<file path="config.mk">
export PLATFORM = sky130hd
export DESIGN_NAME = rstc_top
export DESIGN_NICKNAME = d
export VERILOG_FILES = /design/src/rtl/rstc_pkg.sv /design/src/rtl/rstc_sync.sv /design/src/rtl/rstc_regs.sv /design/src/rtl/rstc_port_demo.sv /design/src/rtl/rstc_top.sv
export SDC_FILE = /design/constraint.sdc
export NUM_CORES = 1
export LEC_CHECK = 0
export ABC_AREA = 1
export BUFFER_PORTS_ARGS = -buffer_cell sky130_fd_sc_hd__buf_2
export CAP_MARGIN = 20
export CORE_ASPECT_RATIO = 1.5
export CORE_MARGIN = 5
export CORE_UTILIZATION = 25
export DETAILED_ROUTE_END_ITERATION = 12
export GPL_TIMING_DRIVEN = 0
export MAX_ROUTING_LAYER = met4
export PLACE_DENSITY_LB_ADDON = 0.12
export SYNTH_ARGS = -nofsm -noshare
export SYNTH_HDL_FRONTEND = slang
export SYNTH_HIERARCHICAL = 1
export SYNTH_SLANG_ARGS = --single-unit
</file>
<file path="constraint.sdc">
create_clock -name clk -period 1.6 [get_ports clk]
set_input_delay 0.08 -clock clk [delete_from_list [all_inputs] [get_ports clk]]
set_output_delay 0.08 -clock clk [all_outputs]
set_load 0.03 [all_outputs]
</file>
<file path="src/rtl/rstc_pkg.sv">
package rstc_pkg;
  localparam int ADDR_GLB  = 0;
  localparam int ADDR_PORT = 1;
  localparam int ADDR_CFG  = 2;
  localparam int BIT_RST   = 0;
  localparam int BIT_DP    = 1;
  localparam int BIT_PD    = 2;
  localparam int CTL_W     = 3;

  typedef struct packed {
    logic glb_rst;
    logic glb_dp;
    logic prt_rst;
    logic prt_dp;
    logic prt_pd;
  } ctl_bits_t;
endpackage

</file>
<file path="src/rtl/rstc_sync.sv">
module rstc_sync #(
  parameter int STAGES = 2
) (
  input  logic clk,
  input  logic arst_n,
  output logic rst_n
);
  logic [STAGES-1:0] chain_q;
  logic [STAGES-1:0] chain_d;

  always_comb chain_d = {chain_q[STAGES-2:0], 1'b1};

  always_ff @(posedge clk or negedge arst_n) begin
    if (!arst_n) chain_q <= '0;
    else         chain_q <= chain_d;
  end

  assign rst_n = chain_q[STAGES-1];
endmodule

</file>
<file path="src/rtl/rstc_regs.sv">
module rstc_regs #(
  parameter int ADDR_W = 2
) (
  input  logic                     clk,
  input  logic                     sys_rst_n,
  input  logic                     wr_en,
  input  logic [ADDR_W-1:0]        wr_addr,
  input  logic [rstc_pkg::CTL_W-1:0] wr_bits,
  output rstc_pkg::ctl_bits_t      bits,
  output logic                     glb_rst,
  output logic                     port_rst
);
  import rstc_pkg::*;

  ctl_bits_t bits_q, bits_d;
  logic wr_glb, wr_prt;

  assign glb_rst  = ~sys_rst_n | bits_q.glb_rst;
  assign port_rst = glb_rst | bits_q.prt_rst;
  assign wr_glb   = wr_en && (wr_addr == ADDR_W'(ADDR_GLB));
  assign wr_prt   = wr_en && (wr_addr == ADDR_W'(ADDR_PORT));

  always_comb begin
    bits_d = bits_q;
    if (wr_glb) bits_d.glb_rst = wr_bits[BIT_RST];

    if (glb_rst)
      bits_d.glb_dp = 1'b1;
    else if (wr_glb && (wr_bits[BIT_DP] || !port_rst))
      bits_d.glb_dp = wr_bits[BIT_DP];

    if (glb_rst)     bits_d.prt_rst = 1'b0;
    else if (wr_prt) bits_d.prt_rst = wr_bits[BIT_RST];

    if (port_rst) begin
      bits_d.prt_dp = 1'b1;
      bits_d.prt_pd = 1'b1;
    end else if (wr_prt) begin
      bits_d.prt_dp = wr_bits[BIT_DP];
      bits_d.prt_pd = wr_bits[BIT_PD];
    end
  end

  always_ff @(posedge clk or negedge sys_rst_n) begin
    if (!sys_rst_n) begin
      bits_q.glb_rst <= 1'b0;
      bits_q.glb_dp  <= 1'b1;
      bits_q.prt_rst <= 1'b0;
      bits_q.prt_dp  <= 1'b1;
      bits_q.prt_pd  <= 1'b1;
    end else begin
      bits_q <= bits_d;
    end
  end

  assign bits = bits_q;
endmodule

</file>
<file path="src/rtl/rstc_port_demo.sv">
module rstc_port_demo #(
  parameter int DATA_W = 8,
  parameter int CNT_W  = 8
) (
  input  logic              clk,
  input  logic              sys_rst_n,
  input  logic              port_rst,
  input  logic              dp_clear,
  input  logic              cfg_we,
  input  logic [DATA_W-1:0] cfg_wdata,
  input  logic              ev_inc,
  input  logic              sts_set,
  input  logic              tx_pos_in,
  input  logic              tx_neg_in,
  output logic [DATA_W-1:0] cfg,
  output logic              sts_flag,
  output logic [CNT_W-1:0]  ev_count,
  output logic              tx_pos,
  output logic              tx_neg
);
  logic [DATA_W-1:0] cfg_q, cfg_d;
  logic [CNT_W-1:0]  cnt_q, cnt_d;
  logic              sts_q, sts_d;
  logic [1:0]        tx_q, tx_d;

  always_comb begin
    cfg_d = cfg_q;
    if (port_rst)    cfg_d = '0;
    else if (cfg_we) cfg_d = cfg_wdata;

    if (dp_clear) begin
      cnt_d = '0;
      sts_d = 1'b0;
      tx_d  = 2'b00;
    end else begin
      cnt_d = ev_inc ? cnt_q + CNT_W'(1) : cnt_q;
      sts_d = sts_q | sts_set;
      tx_d  = {tx_pos_in, tx_neg_in};
    end
  end

  always_ff @(posedge clk or negedge sys_rst_n) begin
    if (!sys_rst_n) begin
      cfg_q <= '0;
      cnt_q <= '0;
      sts_q <= 1'b0;
      tx_q  <= 2'b00;
    end else begin
      cfg_q <= cfg_d;
      cnt_q <= cnt_d;
      sts_q <= sts_d;
      tx_q  <= tx_d;
    end
  end

  assign cfg      = cfg_q;
  assign ev_count = cnt_q;
  assign sts_flag = sts_q;
  assign tx_pos   = tx_q[1] & ~dp_clear;
  assign tx_neg   = tx_q[0] & ~dp_clear;
endmodule

</file>
<file path="src/rtl/rstc_top.sv">
module rstc_top #(
  parameter int ADDR_W      = 2,
  parameter int DATA_W      = 8,
  parameter int CNT_W       = 8,
  parameter int SYNC_STAGES = 2
) (
  input  logic              clk,
  input  logic              ext_rst_n,
  input  logic              wr_en,
  input  logic [ADDR_W-1:0] wr_addr,
  input  logic [DATA_W-1:0] wr_data,
  input  logic [ADDR_W-1:0] rd_addr,
  output logic [DATA_W-1:0] rd_data,
  output logic              rd_oe,
  output logic              glb_rst,
  output logic              port_rst,
  output logic              glb_dp_rst,
  output logic              port_dp_rst,
  output logic              port_pd,
  input  logic              ev_inc,
  input  logic              sts_set,
  input  logic              tx_pos_in,
  input  logic              tx_neg_in,
  output logic [CNT_W-1:0]  ev_count,
  output logic              sts_flag,
  output logic              tx_pos,
  output logic              tx_neg
);
  import rstc_pkg::*;

  logic              sys_rst_n;
  ctl_bits_t         bits;
  logic              dp_clear;
  logic [DATA_W-1:0] cfg;

  rstc_sync #(.STAGES(SYNC_STAGES)) sync_i (
    .clk(clk), .arst_n(ext_rst_n), .rst_n(sys_rst_n)
  );

  rstc_regs #(.ADDR_W(ADDR_W)) regs_i (
    .clk(clk), .sys_rst_n(sys_rst_n), .wr_en(wr_en), .wr_addr(wr_addr),
    .wr_bits(wr_data[CTL_W-1:0]), .bits(bits),
    .glb_rst(glb_rst), .port_rst(port_rst)
  );

  assign glb_dp_rst  = bits.glb_dp;
  assign port_dp_rst = bits.glb_dp | bits.prt_dp;
  assign port_pd     = bits.prt_pd;
  assign dp_clear    = port_rst | port_dp_rst;
  assign rd_oe       = ext_rst_n;

  rstc_port_demo #(.DATA_W(DATA_W), .CNT_W(CNT_W)) demo_i (
    .clk(clk), .sys_rst_n(sys_rst_n), .port_rst(port_rst), .dp_clear(dp_clear),
    .cfg_we(wr_en && (wr_addr == ADDR_W'(ADDR_CFG))), .cfg_wdata(wr_data),
    .ev_inc(ev_inc), .sts_set(sts_set), .tx_pos_in(tx_pos_in),
    .tx_neg_in(tx_neg_in), .cfg(cfg), .sts_flag(sts_flag),
    .ev_count(ev_count), .tx_pos(tx_pos), .tx_neg(tx_neg)
  );

  always_comb begin
    rd_data = '0;
    if (rd_addr == ADDR_W'(ADDR_GLB)) begin
      rd_data[BIT_RST] = bits.glb_rst;
      rd_data[BIT_DP]  = bits.glb_dp;
    end else if (rd_addr == ADDR_W'(ADDR_PORT)) begin
      rd_data[BIT_RST] = bits.prt_rst;
      rd_data[BIT_DP]  = bits.prt_dp;
      rd_data[BIT_PD]  = bits.prt_pd;
    end else if (rd_addr == ADDR_W'(ADDR_CFG)) begin
      rd_data = cfg;
    end
  end
endmodule

</file>
Word level (Yosys, flattened, before mapping):

Index checks and enable logic that the tools add are counted.

* register bits after elaboration: 26
* bits of input ports: 19
* logic and storage cells: 54

* add/sub/neg operators: 1
* equality and inequality tests: 4
* multiplexer cells: 17
* bitwise logic cells: 9
* reduce and logical (&&, ||, !) cells: 13

Operator list (count)
* 2-to-1 mux 8 bit: 5
* nonzero test 2 bit: 5
* adder 8 x 1 -> 8 bit (second input constant): 1
* 2-to-1 mux 2 bit: 4
* 2-to-1 mux 6 bit: 1
* 2-to-1 mux 1 bit: 5
* 2-to-1 mux 5 bit: 1
* OR 1 bit: 5
* equality test 2 x 1 -> 1 bit (second input constant): 2
* equality test 2 bit (second input constant): 2
* logical AND 1 bit: 4
* zero test 2 bit: 2
* 2-to-1 mux 3 bit: 1
* AND 1 bit: 2
* inverter 1 bit: 2
* zero test 1 bit: 1
* logical OR 1 bit: 1

Depth between registers and ports, before layout:

Gate-level depths: netlist of run 1.

* depth after elaboration: 8
* gate-level depth with buffers: 11
* gate-level depth less buffers: 10

Modules after synthesis:

The synthesis of run 1 kept the hierarchy.

By module, submodules not included
* rstc_port_demo: instances 1, cells an instance 105, area an instance 918.4 µm², seq. area each 475.5 µm²
* rstc_regs: instances 1, cells an instance 33, area an instance 255.2 µm², seq. area each 128.9 µm²
* rstc_top: instances 1, cells an instance 31, area an instance 135.1 µm², seq. area each 0.0 µm²
* rstc_sync: instances 1, cells an instance 3, area an instance 53.8 µm², seq. area each 50.0 µm²

Least setup slack after synthesis of run 1:

No wires, ideal clock.

* path kind: flip-flop to output port
* from: register sync_i.chain_q[1]
* to: output port tx_neg
* data arrival time: 2.416 ns
* data required time: 1.520 ns
* path slack: -0.896 ns
* cell stages (with the launch flop): 7
* cell sequence: dfrtp_1 > nand2_2 > nor2_2 > inv_1 > or2_2 > buf_6 > nor2_1

* cells in the longest elaborated chain, start to end: 6

Ends and longest elaborated chain
* from (decl): RTL line rstc_sync.sv:8 `logic [STAGES-1:0] chain_q;`
* from (signal assigned): RTL line rstc_sync.sv:15 `else chain_q <= chain_d;`
* inverter 1 bit: RTL line rstc_regs.sv:18 `assign glb_rst = ~sys_rst_n | bits_q.glb_rst;`
* OR 1 bit: RTL line rstc_regs.sv:18
* named net glb_rst: RTL line rstc_top.sv:15 `output logic glb_rst,`
* OR 1 bit: RTL line rstc_regs.sv:19 `assign port_rst = glb_rst | bits_q.prt_rst;`
* named net port_rst: RTL line rstc_top.sv:16 `output logic port_rst,`
* OR 1 bit: RTL line rstc_top.sv:49 `assign dp_clear = port_rst | port_dp_rst;`
* named net dp_clear: RTL line rstc_top.sv:33 `logic dp_clear;`
* inverter 1 bit: RTL line rstc_port_demo.sv:60 `assign tx_neg = tx_q[0] & ~dp_clear;`
* AND 1 bit: RTL line rstc_port_demo.sv:60
* to (decl): RTL line rstc_top.sv:27 `output logic tx_neg`

The timed path passes the listed nets, and every way through them passes these cells.

Worst setup path in the final report of run 1:

* from: register sync_i.chain_q[1]
* to: output port tx_neg

* cells in the longest elaborated chain, start to end: 6

Ends and longest elaborated chain (RTL line)
* inverter 1 bit: rstc_regs.sv:18
* OR 1 bit: rstc_regs.sv:18
* OR 1 bit: rstc_regs.sv:19
* OR 1 bit: rstc_top.sv:49
* named net dp_clear: rstc_top.sv:33
* inverter 1 bit: rstc_port_demo.sv:60
* AND 1 bit: rstc_port_demo.sv:60

The timed path passes the listed nets, and every way through them passes these cells.

==> impl_metrics.yaml, run 1 <==
status:
  status: "complete, no violations"
detailed_routing:
  drt_iter0_drc: 25
  routedWlPerCell_um: 12.0
  antenna_left: 0
  via_per_inst: 4.23
  via_count: 1268
  route.detailed.drc: 0
  drtPass1Iterations: 4
  routed_wl_mm: 3.61
finish:
  final_common_cell: "buf_2"
  final_cell_mix: "buf_2 (41), inv_1 (28), nand2_1 (27)"
  finalNetCount: 251
  area_growth_pct: 39.9
  final.fill_count: 634
  multi_input_area_sq_um: 602
  utilization_pct: 35.5
  final_cells: 300
  drive_above_1_share_pct: 39.1
  regArea_sq_um: 658
  n_antenna_cell: 0
min_path:
  hp-class: "in -> reg"
  hold_start: "wr_data[3]"
  hold_depth: 3
  hold_path_end: "demo_i/cfg[3]$_DFFE_PN0P_"
sta:
  setup_ws_ns: 0.0130
  fin_crit_sh_pct: 99.2
  fin_skew_ns: 0.00621
  fmax_mhz: 630
  finalSetupViolations: 0
  rsz0062_at_grt: "yes"
  hold_viol: 0
  totalNegativeSetupSlack_ns: 0
  slew_viol_final: 0
  post-route-min-period_ns: 1.59
critical_path:
  cpPeakStageDelay_ns: 0.49
  r2r-start: "sync_i/chain_q[1]$_DFF_PN0_"
  cpMostUsedCell: "nor2_4"
  endpoint_kind: "primary output"
  crit_slowest_cell: "dfrtp_4"
  cp_cell_sequence: "nand2_8 > nor2_4 > inv_4 > or2_4 > nor2_4 > buf_6"
  rr_endpoint: "demo_i/ev_count[3]$_DFFE_PN0P_"
  cp_top_family: "simple AND/OR/NAND/NOR gates"
  cp-start-kind: "flop"
  r2r_cells: 8
  ff2ff_setup_slack_ns: 0.04
  critPathKind: "reg -> out"
  path_buf_inv: 2
  worstPathRequired_ns: 1.52
  arrival_ns: 1.51
  critPathMaxFanout: 8
floorplanning:
  initial_core_util_pct: 25.4
  rows: 33
  ios: 44
  core-area_sq_um: 5370
  die_y_um: 100
  die_w_um: 70.3
  die_area_sq_um: 7060
clocking:
  clk_pin_slew_ns: 0.10
  h-tree-depth: 1
  cts_buffers: 3
  cts_tree: "built"
  clock_sinks: 26
  clock_path_buffers: 2
  clk_latency_ns: 0.27
  root_buffer: "clkbuf_8"
yosys:
  synthTopCellsByArea: "dfrtp_1 (42%), nand3_1 (9.9%), inv_1 (8.5%)"
  avgSynthCellArea_sq_um: 7.92
  netlist-cell-type-count: 23
  yosys_warnings: 6
  synth_area_leader_cell: "dfrtp_1"
  ys_seq_area_share_pct: 48.0
  ys.flop_type: "dfrtp_1"
  syn_area_sq_um: 1360
  synthArstFlopShare_pct: 100
  synth-seq-cells: 26
  synth_edf_count: 0
  syn_inst: 172
  synth_nets: 192
  synth_top_area_share_pct: 42.2
power_and_ir_drop:
  p_per_area_nw_per_um2: 779
  clockPowerShare_pct: 37.3
  power_w: 0.00148
  leakagePower_nw: 0.919
  intPower_w: 0.00111
  vdd_drop_max_uv: 308
  p_seq_share_pct: 46.3
  power.switching_w: 0.000378
  p_comb_share_pct: 16.3
  swShare_pct: 25.5
place:
  hpwl_mm: 2.63
  dp_cells: 285
  dp_slack_ns: -0.329
  port_buffers: 43
  gp_congestion: 0.761
global_route:
  first_global_vias: 1327
  gr-total-overflow: 0
  grt_pass1_wl_mm: 6.07
  grt_usage_pct: 11.1
  grt_max_degree: 16
  antenna_found_initial: 0
job:
  drv_cap: 0
## repair_timing
| item | CTS | global route |
|---|---|---|
| pin swaps | 5 | 6 |
| resized for setup | 7 | 5 |
| buffers inserted | 6 | 3 |
| hold buffers | 3 | 0 |
| endpoints found under the setup margin | 20 | 7 |
| endpoints found under the hold margin | 4 | 0 |
## cell type report
type | count | share of cell area [%]
flip-flops and latches | 26 | 34.5
repair buffers | 55 | 17.3
well taps | 70 | 4.60
clock inverters | 1 | 1.58
multi-input cells | 109 | 31.6
clock buffers | 3 | 2.17
plain buffers | 3 | 1.58
inverters | 33 | 6.70
## kinds of logic (layout without fill, tap and decap cells)
| family | after synthesis | count (layout) | synth area share, % |
|---|---|---|---|
| fa+ha+maj | 1 | 1 | 0.918 |
| buf+inv | 37 | 95 | 12.2 |
| compound gates | 17 | 17 | 8.45 |
| simple gates | 90 | 90 | 30.1 |
| other cells | 1 | 1 | 0.275 |
| flops | 26 | 26 | 48.0 |
## synth_stat cells, drive strengths merged (2+ instances only)
cell type,n
a21oi,5
buf,4
dfrtp,23
dfstp,3
inv,32
nand2,28
nand3,28
nor2,29
nor3,2
o21ai,12
or2,2
## registers in the layout (all words and copies together) (netlist names)
| signal | cells |
|---|---|
| demo_i/cfg | 8 |
| demo_i/ev_count | 8 |
| regs_i/bits | 5 |
| demo_i/tx_q | 2 |
| sync_i/chain_q | 2 |
| demo_i/sts_flag | 1 |
## through the flow
stage | area (sq um) | hold WS, ns
finish | 1910 | 0.0437
global route | 1910 | 0.0506
CTS | 1860 | 0.0320
detailed placement | 1700 | -0.122
global placement | 1700 | -0.124
floorplan | 1400 | -0.216
## worst max-delay path by stage
stage / start / to / slack [ns] / cells past startpoint
finish: sync_i/chain_q[1]$_DFF_PN0_ / tx_neg / 0.01 / 6
global route: regs_i/bits[4]$_DFFE_PN0P_ / demo_i/ev_count[3]$_DFFE_PN0P_ / -0.1 / 9
CTS: regs_i/bits[4]$_DFFE_PN0P_ / tx_neg / -0.04 / 7
detailed placement: sync_i/chain_q[1]$_DFF_PN0_ / demo_i/ev_count[7]$_DFFE_PN0P_ / -0.33 / 9
global placement: sync_i/chain_q[1]$_DFF_PN0_ / demo_i/ev_count[7]$_DFFE_PN0P_ / -0.35 / 9
floorplan: sync_i/chain_q[1]$_DFF_PN0_ / demo_i/ev_count[6]$_DFFE_PN0P_ / -0.21 / 9
## power groups by stage
stage / Sequential (W) / Combinational, W / Clock, W
after floorplan: 0.000707 / 0.000124 / 0
after global placement: 0.000714 / 0.000193 / 0
after detailed placement: 0.000714 / 0.000193 / 0
after CTS: 0.000689 / 0.000238 / 0.000590
after global routing: 0.000691 / 0.000270 / 0.000602
final: 0.000688 / 0.000242 / 0.000554
## worst register-to-register path, delay by kind of cell, from the launching register on
| family | cells | cell delay, ns |
|---|---|---|
| AND/OR/NAND/NOR | 6 | 0.82 |
| flip-flops | 1 | 0.49 |
| AO/OA/AOI/OAI | 1 | 0.12 |
| buffers and inverters | 1 | 0.04 |
## metal layers
metal / wire length [um] / share of wire, % / track usage (%)
met3: 147 / 4.1 / 1.30
met4: 49 / 1.4 / 3.98
met5: 0 / 0 / -
met1: 1520 / 42 / 12.4
met2: 1900 / 53 / 20.1
No activity file was read; power rests on OpenSTA's default activity.
==> run 2: changes to the inputs <==
PLACE_DENSITY = 0.49   (was default)
PLACE_DENSITY_LB_ADDON = default   (was 0.12)
==> run 2 against run 1 <==
Compared with the run above: the run now ends with setup timing left; fmax decreased by 0.91%; clock power about the same; wire length decreased by 0.11%; via count increased by 0.55%; highest routed layer unchanged.
==> impl_metrics.yaml, run 2 (synthesis gave the netlist of run 1 again) <==
status:
  status: "finished, violations left"
  failed_checks: "setup timing"
critical_path:
  critPathKind: "reg -> out"
  r2r_cells: 9
  endpoint_kind: "primary output"
  arrival_ns: 1.52
  worstPathRequired_ns: 1.52
  critPathMaxFanout: 7
  cp-start-kind: "flop"
sta:
  hold_viol: 0
  setup_ws_ns: -0.00155
  totalNegativeSetupSlack_ns: -0.00155
  rsz0062_at_grt: "yes"
  finalSetupViolations: 1
  holdWs_ns: 0.0208
  slew_viol_final: 0
  post-route-min-period_ns: 1.60
  fin_skew_ns: 0.00259
  fin_crit_sh_pct: 100
  fmax_mhz: 624
detailed_routing:
  drtPass1Iterations: 4
  via_per_inst: 4.22
  routedWlPerCell_um: 11.9
  routed_wl_mm: 3.61
  wl_met1_mm: 1.45
  dr_wl_met3_um: 135
  top_layer_used: "met4"
  antenna_left: 0
  wl_met2_mm: 1.93
  via_count: 1275
  drt_iter0_drc: 69
  route.detailed.drc: 0
finish:
  drive_above_1_share_pct: 37.9
  final.fill_count: 590
  final_common_cell: "buf_2"
  finalNetCount: 253
  area_growth_pct: 39.0
  final_cell_mix: "buf_2 (41), inv_1 (28), nand2_1 (27), nand3_1 (27)"
  n_antenna_cell: 0
min_path:
  hold_depth: 3
  hp-class: "in -> reg"
clocking:
  clk_pin_slew_ns: 0.10
  clock_path_buffers: 2
  clk_latency_ns: 0.27
  h-tree-depth: 1
  root_buffer: "clkbuf_8"
  cts_buffers: 3
  cts_tree: "built"
  clock_sinks: 26
place:
  gp_congestion: 0.767
  hpwl_mm: 2.53
  port_buffers: 43
power_and_ir_drop:
  p_per_area_nw_per_um2: 789
  leakagePower_nw: 0.928
  power_w: 0.00149
  vdd_drop_max_uv: 319
global_route:
  grt_usage_pct: 11.0
  first_global_vias: 1315
  gr-total-overflow: 0
  antenna_found_initial: 0
  grt_pass1_wl_mm: 6.00
  grt_max_degree: 16
floorplanning:
  die_y_um: 100
  core-area_sq_um: 5370
  initial_core_util_pct: 25.4
  rows: 33
  ios: 44
  die_w_um: 70.3
  die_area_sq_um: 7060
job:
  drv_cap: 0
-- run 2: final cells by class --
| class | count | area, sq um | area share (%) |
|---|---|---|---|
| multi-input cells | 109 | 576 | 30.4 |
| well taps | 70 | 87.6 | 4.62 |
| clock inverters | 1 | 30.0 | 1.59 |
| repair buffers | 57 | 344 | 18.2 |
| plain buffers | 3 | 30.0 | 1.59 |
| inverters | 33 | 128 | 6.74 |
| flip-flops and latches | 26 | 658 | 34.7 |
| clock buffers | 3 | 41.3 | 2.18 |
-- run 2: what timing repair did --
item                       CTS  global route
setup endpoints to repair   18             6
buffers inserted             8             3
hold endpoints to repair     4             0
hold buffers                 3             0
pin swaps                    5             1
resized for setup            6             0
-- run 2: worst max-delay path, stage by stage (launching register included) --
cell and delay [ns]:
dfrtp_1 0.40, inv_2 0.11, nand2_8 0.06, nor2_4 0.12, inv_4 0.04, or2_4 0.29
nor2_2 0.11, buf_6 0.13
-- run 2: power by group --
part | internal, W | switching, W
logic | 0.000104 | 0.000150
clock network | 0.000335 | 0.000220
registers | 0.000674 | 0.0000123
total | 0.00111 | 0.000382
-- run 2: worst paths after layout --
kind | start | to | slack [ns]
worst min register to register | sync_i/chain_q[1]$_DFF_PN0_ | demo_i/ev_count[1]$_DFFE_PN0P_ | 0.36
worst min-delay path | sts_set | demo_i/sts_flag$_DFF_PN0_ | 0.02
worst max register to register | regs_i/bits[4]$_DFFE_PN0P_ | demo_i/ev_count[7]$_DFFE_PN0P_ | 0.06
min in group asynchronous | ext_rst_n | sync_i/chain_q[1]$_DFF_PN0_ | 0.11
max in group asynchronous | sync_i/chain_q[1]$_DFF_PN0_ | demo_i/ev_count[4]$_DFFE_PN0P_ | 0.87
worst max-delay path | regs_i/bits[4]$_DFFE_PN0P_ | tx_neg | -0.002
-- run 2: metal layers --
| layer | GRT usage [%] | up-vias |
|---|---|---|
| li1 | - | 651 |
| met1 | 12.0 | 586 |
| met2 | 19.4 | 32 |
| met3 | 1.50 | 6 |
| met4 | 5.46 | 0 |
| met5 | - | - |
-- run 2: per-stage QoR --
stage                     std cells  cell area, sq um  setup WS [ns]  util [%]
after CTS                       299              1870        -0.0294      34.9
after detailed placement        285              1700         -0.320      31.7
after floorplan                 172              1400         -0.208         -
after global placement          285              1700         -0.344      31.7
after global routing            302              1890        -0.0704      35.3
final                           302              1890       -0.00155      35.3
==> run 3: changes to the inputs <==
ABC_AREA = default   (was 1)
==> run 3 against run 2 <==
Compared with the run above: critical endpoint is now tx_pos; die area shrank 8.3%; the flow still finishes with violations (setup timing); register-to-register slack lost 0.12 ns; final cell count shrank 24%; flip-flop and latch count is the same.
==> impl_metrics.yaml, run 3 <==
detailed_routing:
  routed_wl_mm: 2.89
  via_count: 994
  route.detailed.drc: 0
  drtPass1Iterations: 2
  via_per_inst: 4.30
  antenna_left: 0
  drt_iter0_drc: 5
  routedWlPerCell_um: 12.5
sta:
  slew_viol_final: 0
  finalSetupViolations: 5
  setup_ws_ns: -0.136
  fin_crit_sh_pct: 108
  fin_skew_ns: 0.00380
  post-route-min-period_ns: 1.74
  fmax_mhz: 576
  rsz0062_at_grt: "yes"
  hold_viol: 0
  holdWs_ns: 0.0334
global_route:
  grt_max_degree: 16
  grt_usage_pct: 10.0
  first_global_vias: 1096
  antenna_found_initial: 0
  grt_pass1_wl_mm: 4.89
  gr-total-overflow: 0
yosys:
  synthTopCellsByArea: "dfrtp_1 (47%), mux2i_1 (11%), dfstp_2 (6.4%)"
  netlist-cell-type-count: 32
  syn_inst: 111
  synthArstFlopShare_pct: 100
  synth_area_leader_cell: "dfrtp_1"
  ys_seq_area_share_pct: 53.0
  syn_area_sq_um: 1230
  synthTopCellsByCount: "dfrtp_1 (23), nor2_1 (17), mux2i_1 (14)"
  ys.flop_type: "dfrtp_1"
  synth-seq-cells: 26
  yosys_warnings: 6
  synth_edf_count: 0
  avgSynthCellArea_sq_um: 11.1
  synth_nets: 131
  yosysMostFrequentCell: "dfrtp_1"
  synth_top_area_share_pct: 46.7
place:
  dp_cells: 219
  port_buffers: 42
  hpwl_mm: 2.20
  place_area_sq_um: 1550
  gp_congestion: 0.727
clocking:
  root_buffer: "clkbuf_8"
  clk_latency_ns: 0.26
  h-tree-depth: 1
  clock_path_buffers: 2
  clk_pin_slew_ns: 0.09
  clock_sinks: 26
  cts_buffers: 3
  cts_tree: "built"
floorplanning:
  core-area_sq_um: 4810
  ios: 44
  die_y_um: 96.0
  initial_core_util_pct: 25.7
  die_area_sq_um: 6470
  die_w_um: 67.4
  rows: 31
min_path:
  hold_start: "sts_set"
  hold_depth: 3
  hp-class: "in -> reg"
  hold_path_end: "demo_i/sts_flag$_DFF_PN0_"
job:
  drv_cap: 0
status:
  failed_checks: "setup timing"
  status: "finished, violations left"
finish:
  n_antenna_cell: 0
  final.fill_count: 527
  area_growth_pct: 37.2
  drive_above_1_share_pct: 44.2
  final_cell_mix: "buf_2 (41), dfrtp_1 (22), nor2_1 (17)"
  post-route-cell-area_sq_um: 1690
  final_cells: 231
  final_common_cell: "buf_2"
  finalNetCount: 186
  utilization_pct: 35.2
critical_path:
  rr_endpoint: "demo_i/ev_count[3]$_DFFE_PN0P_"
  endpoint_kind: "primary output"
  critPathMaxFanout: 5
  arrival_ns: 1.66
  worstPathRequired_ns: 1.52
  r2r_cells: 6
  ff2ff_setup_slack_ns: -0.06
  cp-start-kind: "flop"
  r2r-start: "regs_i/bits[2]$_DFFE_PN0P_"
  critPathKind: "reg -> out"
power_and_ir_drop:
  p_per_area_nw_per_um2: 836
  vdd_drop_max_uv: 286
  leakagePower_nw: 0.799
## run 3: power by group
group	internal, W	total (W)	switching (W)
logic	0.0000871	0.000197	0.000110
registers	0.000674	0.000685	0.0000113
clock network	0.000334	0.000533	0.000199
## run 3: worst max path at each step
stage | slack (ns) | to | cells past startpoint | startpoint
finish | -0.14 | tx_pos | 5 | regs_i/bits[2]$_DFFE_PN0P_
global route | -0.22 | tx_neg | 5 | regs_i/bits[2]$_DFFE_PN0P_
CTS | -0.15 | tx_pos | 5 | regs_i/bits[2]$_DFFE_PN0P_
detailed placement | -0.46 | demo_i/ev_count[7]$_DFFE_PN0P_ | 6 | sync_i/chain_q[1]$_DFF_PN0_
global placement | -0.41 | demo_i/ev_count[3]$_DFFE_PN0P_ | 6 | sync_i/chain_q[1]$_DFF_PN0_
floorplan | -0.31 | tx_neg | 4 | sync_i/chain_q[1]$_DFF_PN0_
## run 3: cells by family (layout without fill, tap and decap cells)
family	Yosys count	after routing	share of synthesized area [%]
adders and majority gates	1	1	1.01
buffers and inverters	6	60	2.53
xor gates and xnor gates	4	4	2.84
and+or+nand+nor	47	47	21.4
muxes	15	15	12.3
DFF	26	26	53.0
other	1	1	0.304
AOI/OAI and AO/OA	11	11	6.59
## run 3: critical path, stage by stage (launching register included)
cell,delay (ns)
dfrtp_1,0.42
nor3b_4,0.23
inv_2,0.06
or3_4,0.38
nor2b_1,0.14
buf_4,0.17
## run 3: metal layers
layer  share of wire, %  global-route usage [%]
met1                 40                    10.8
met2                 53                    18.5
met3                7.1                    1.75
met4               0.41                    2.54
met5                  0                       -
## run 3: final cells by class
class                           count  area [sq um]  area share [%]
Buffer                              5          31.3            1.85
Clock buffer                        3          41.3            2.44
Clock inverter                      1          30.0            1.77
Inverter                            1          3.75           0.222
Multi-Input combinational cell     79           564            33.3
Sequential cell                    26           658            38.9
Tap cell                           66          82.6            4.88
Timing Repair Buffer               50           282            16.6
## run 3: repair_timing
action,in CTS,in global routing
setup endpoints to repair,14,5
buffers inserted,6,1
pin swaps,2,0
hold buffers,1,0
endpoints found under the hold margin,2,0
resized for setup,3,1
## run 3: stage by stage
step                TNS [ns]  setup WS [ns]  total power [W]
floorplan              -2.30         -0.310         0.000808
global placement       -3.30         -0.405         0.000867
detailed placement     -3.61         -0.455         0.000870
CTS                   -0.416         -0.149          0.00144
global route          -0.865         -0.220          0.00149
finish                -0.393         -0.136          0.00142
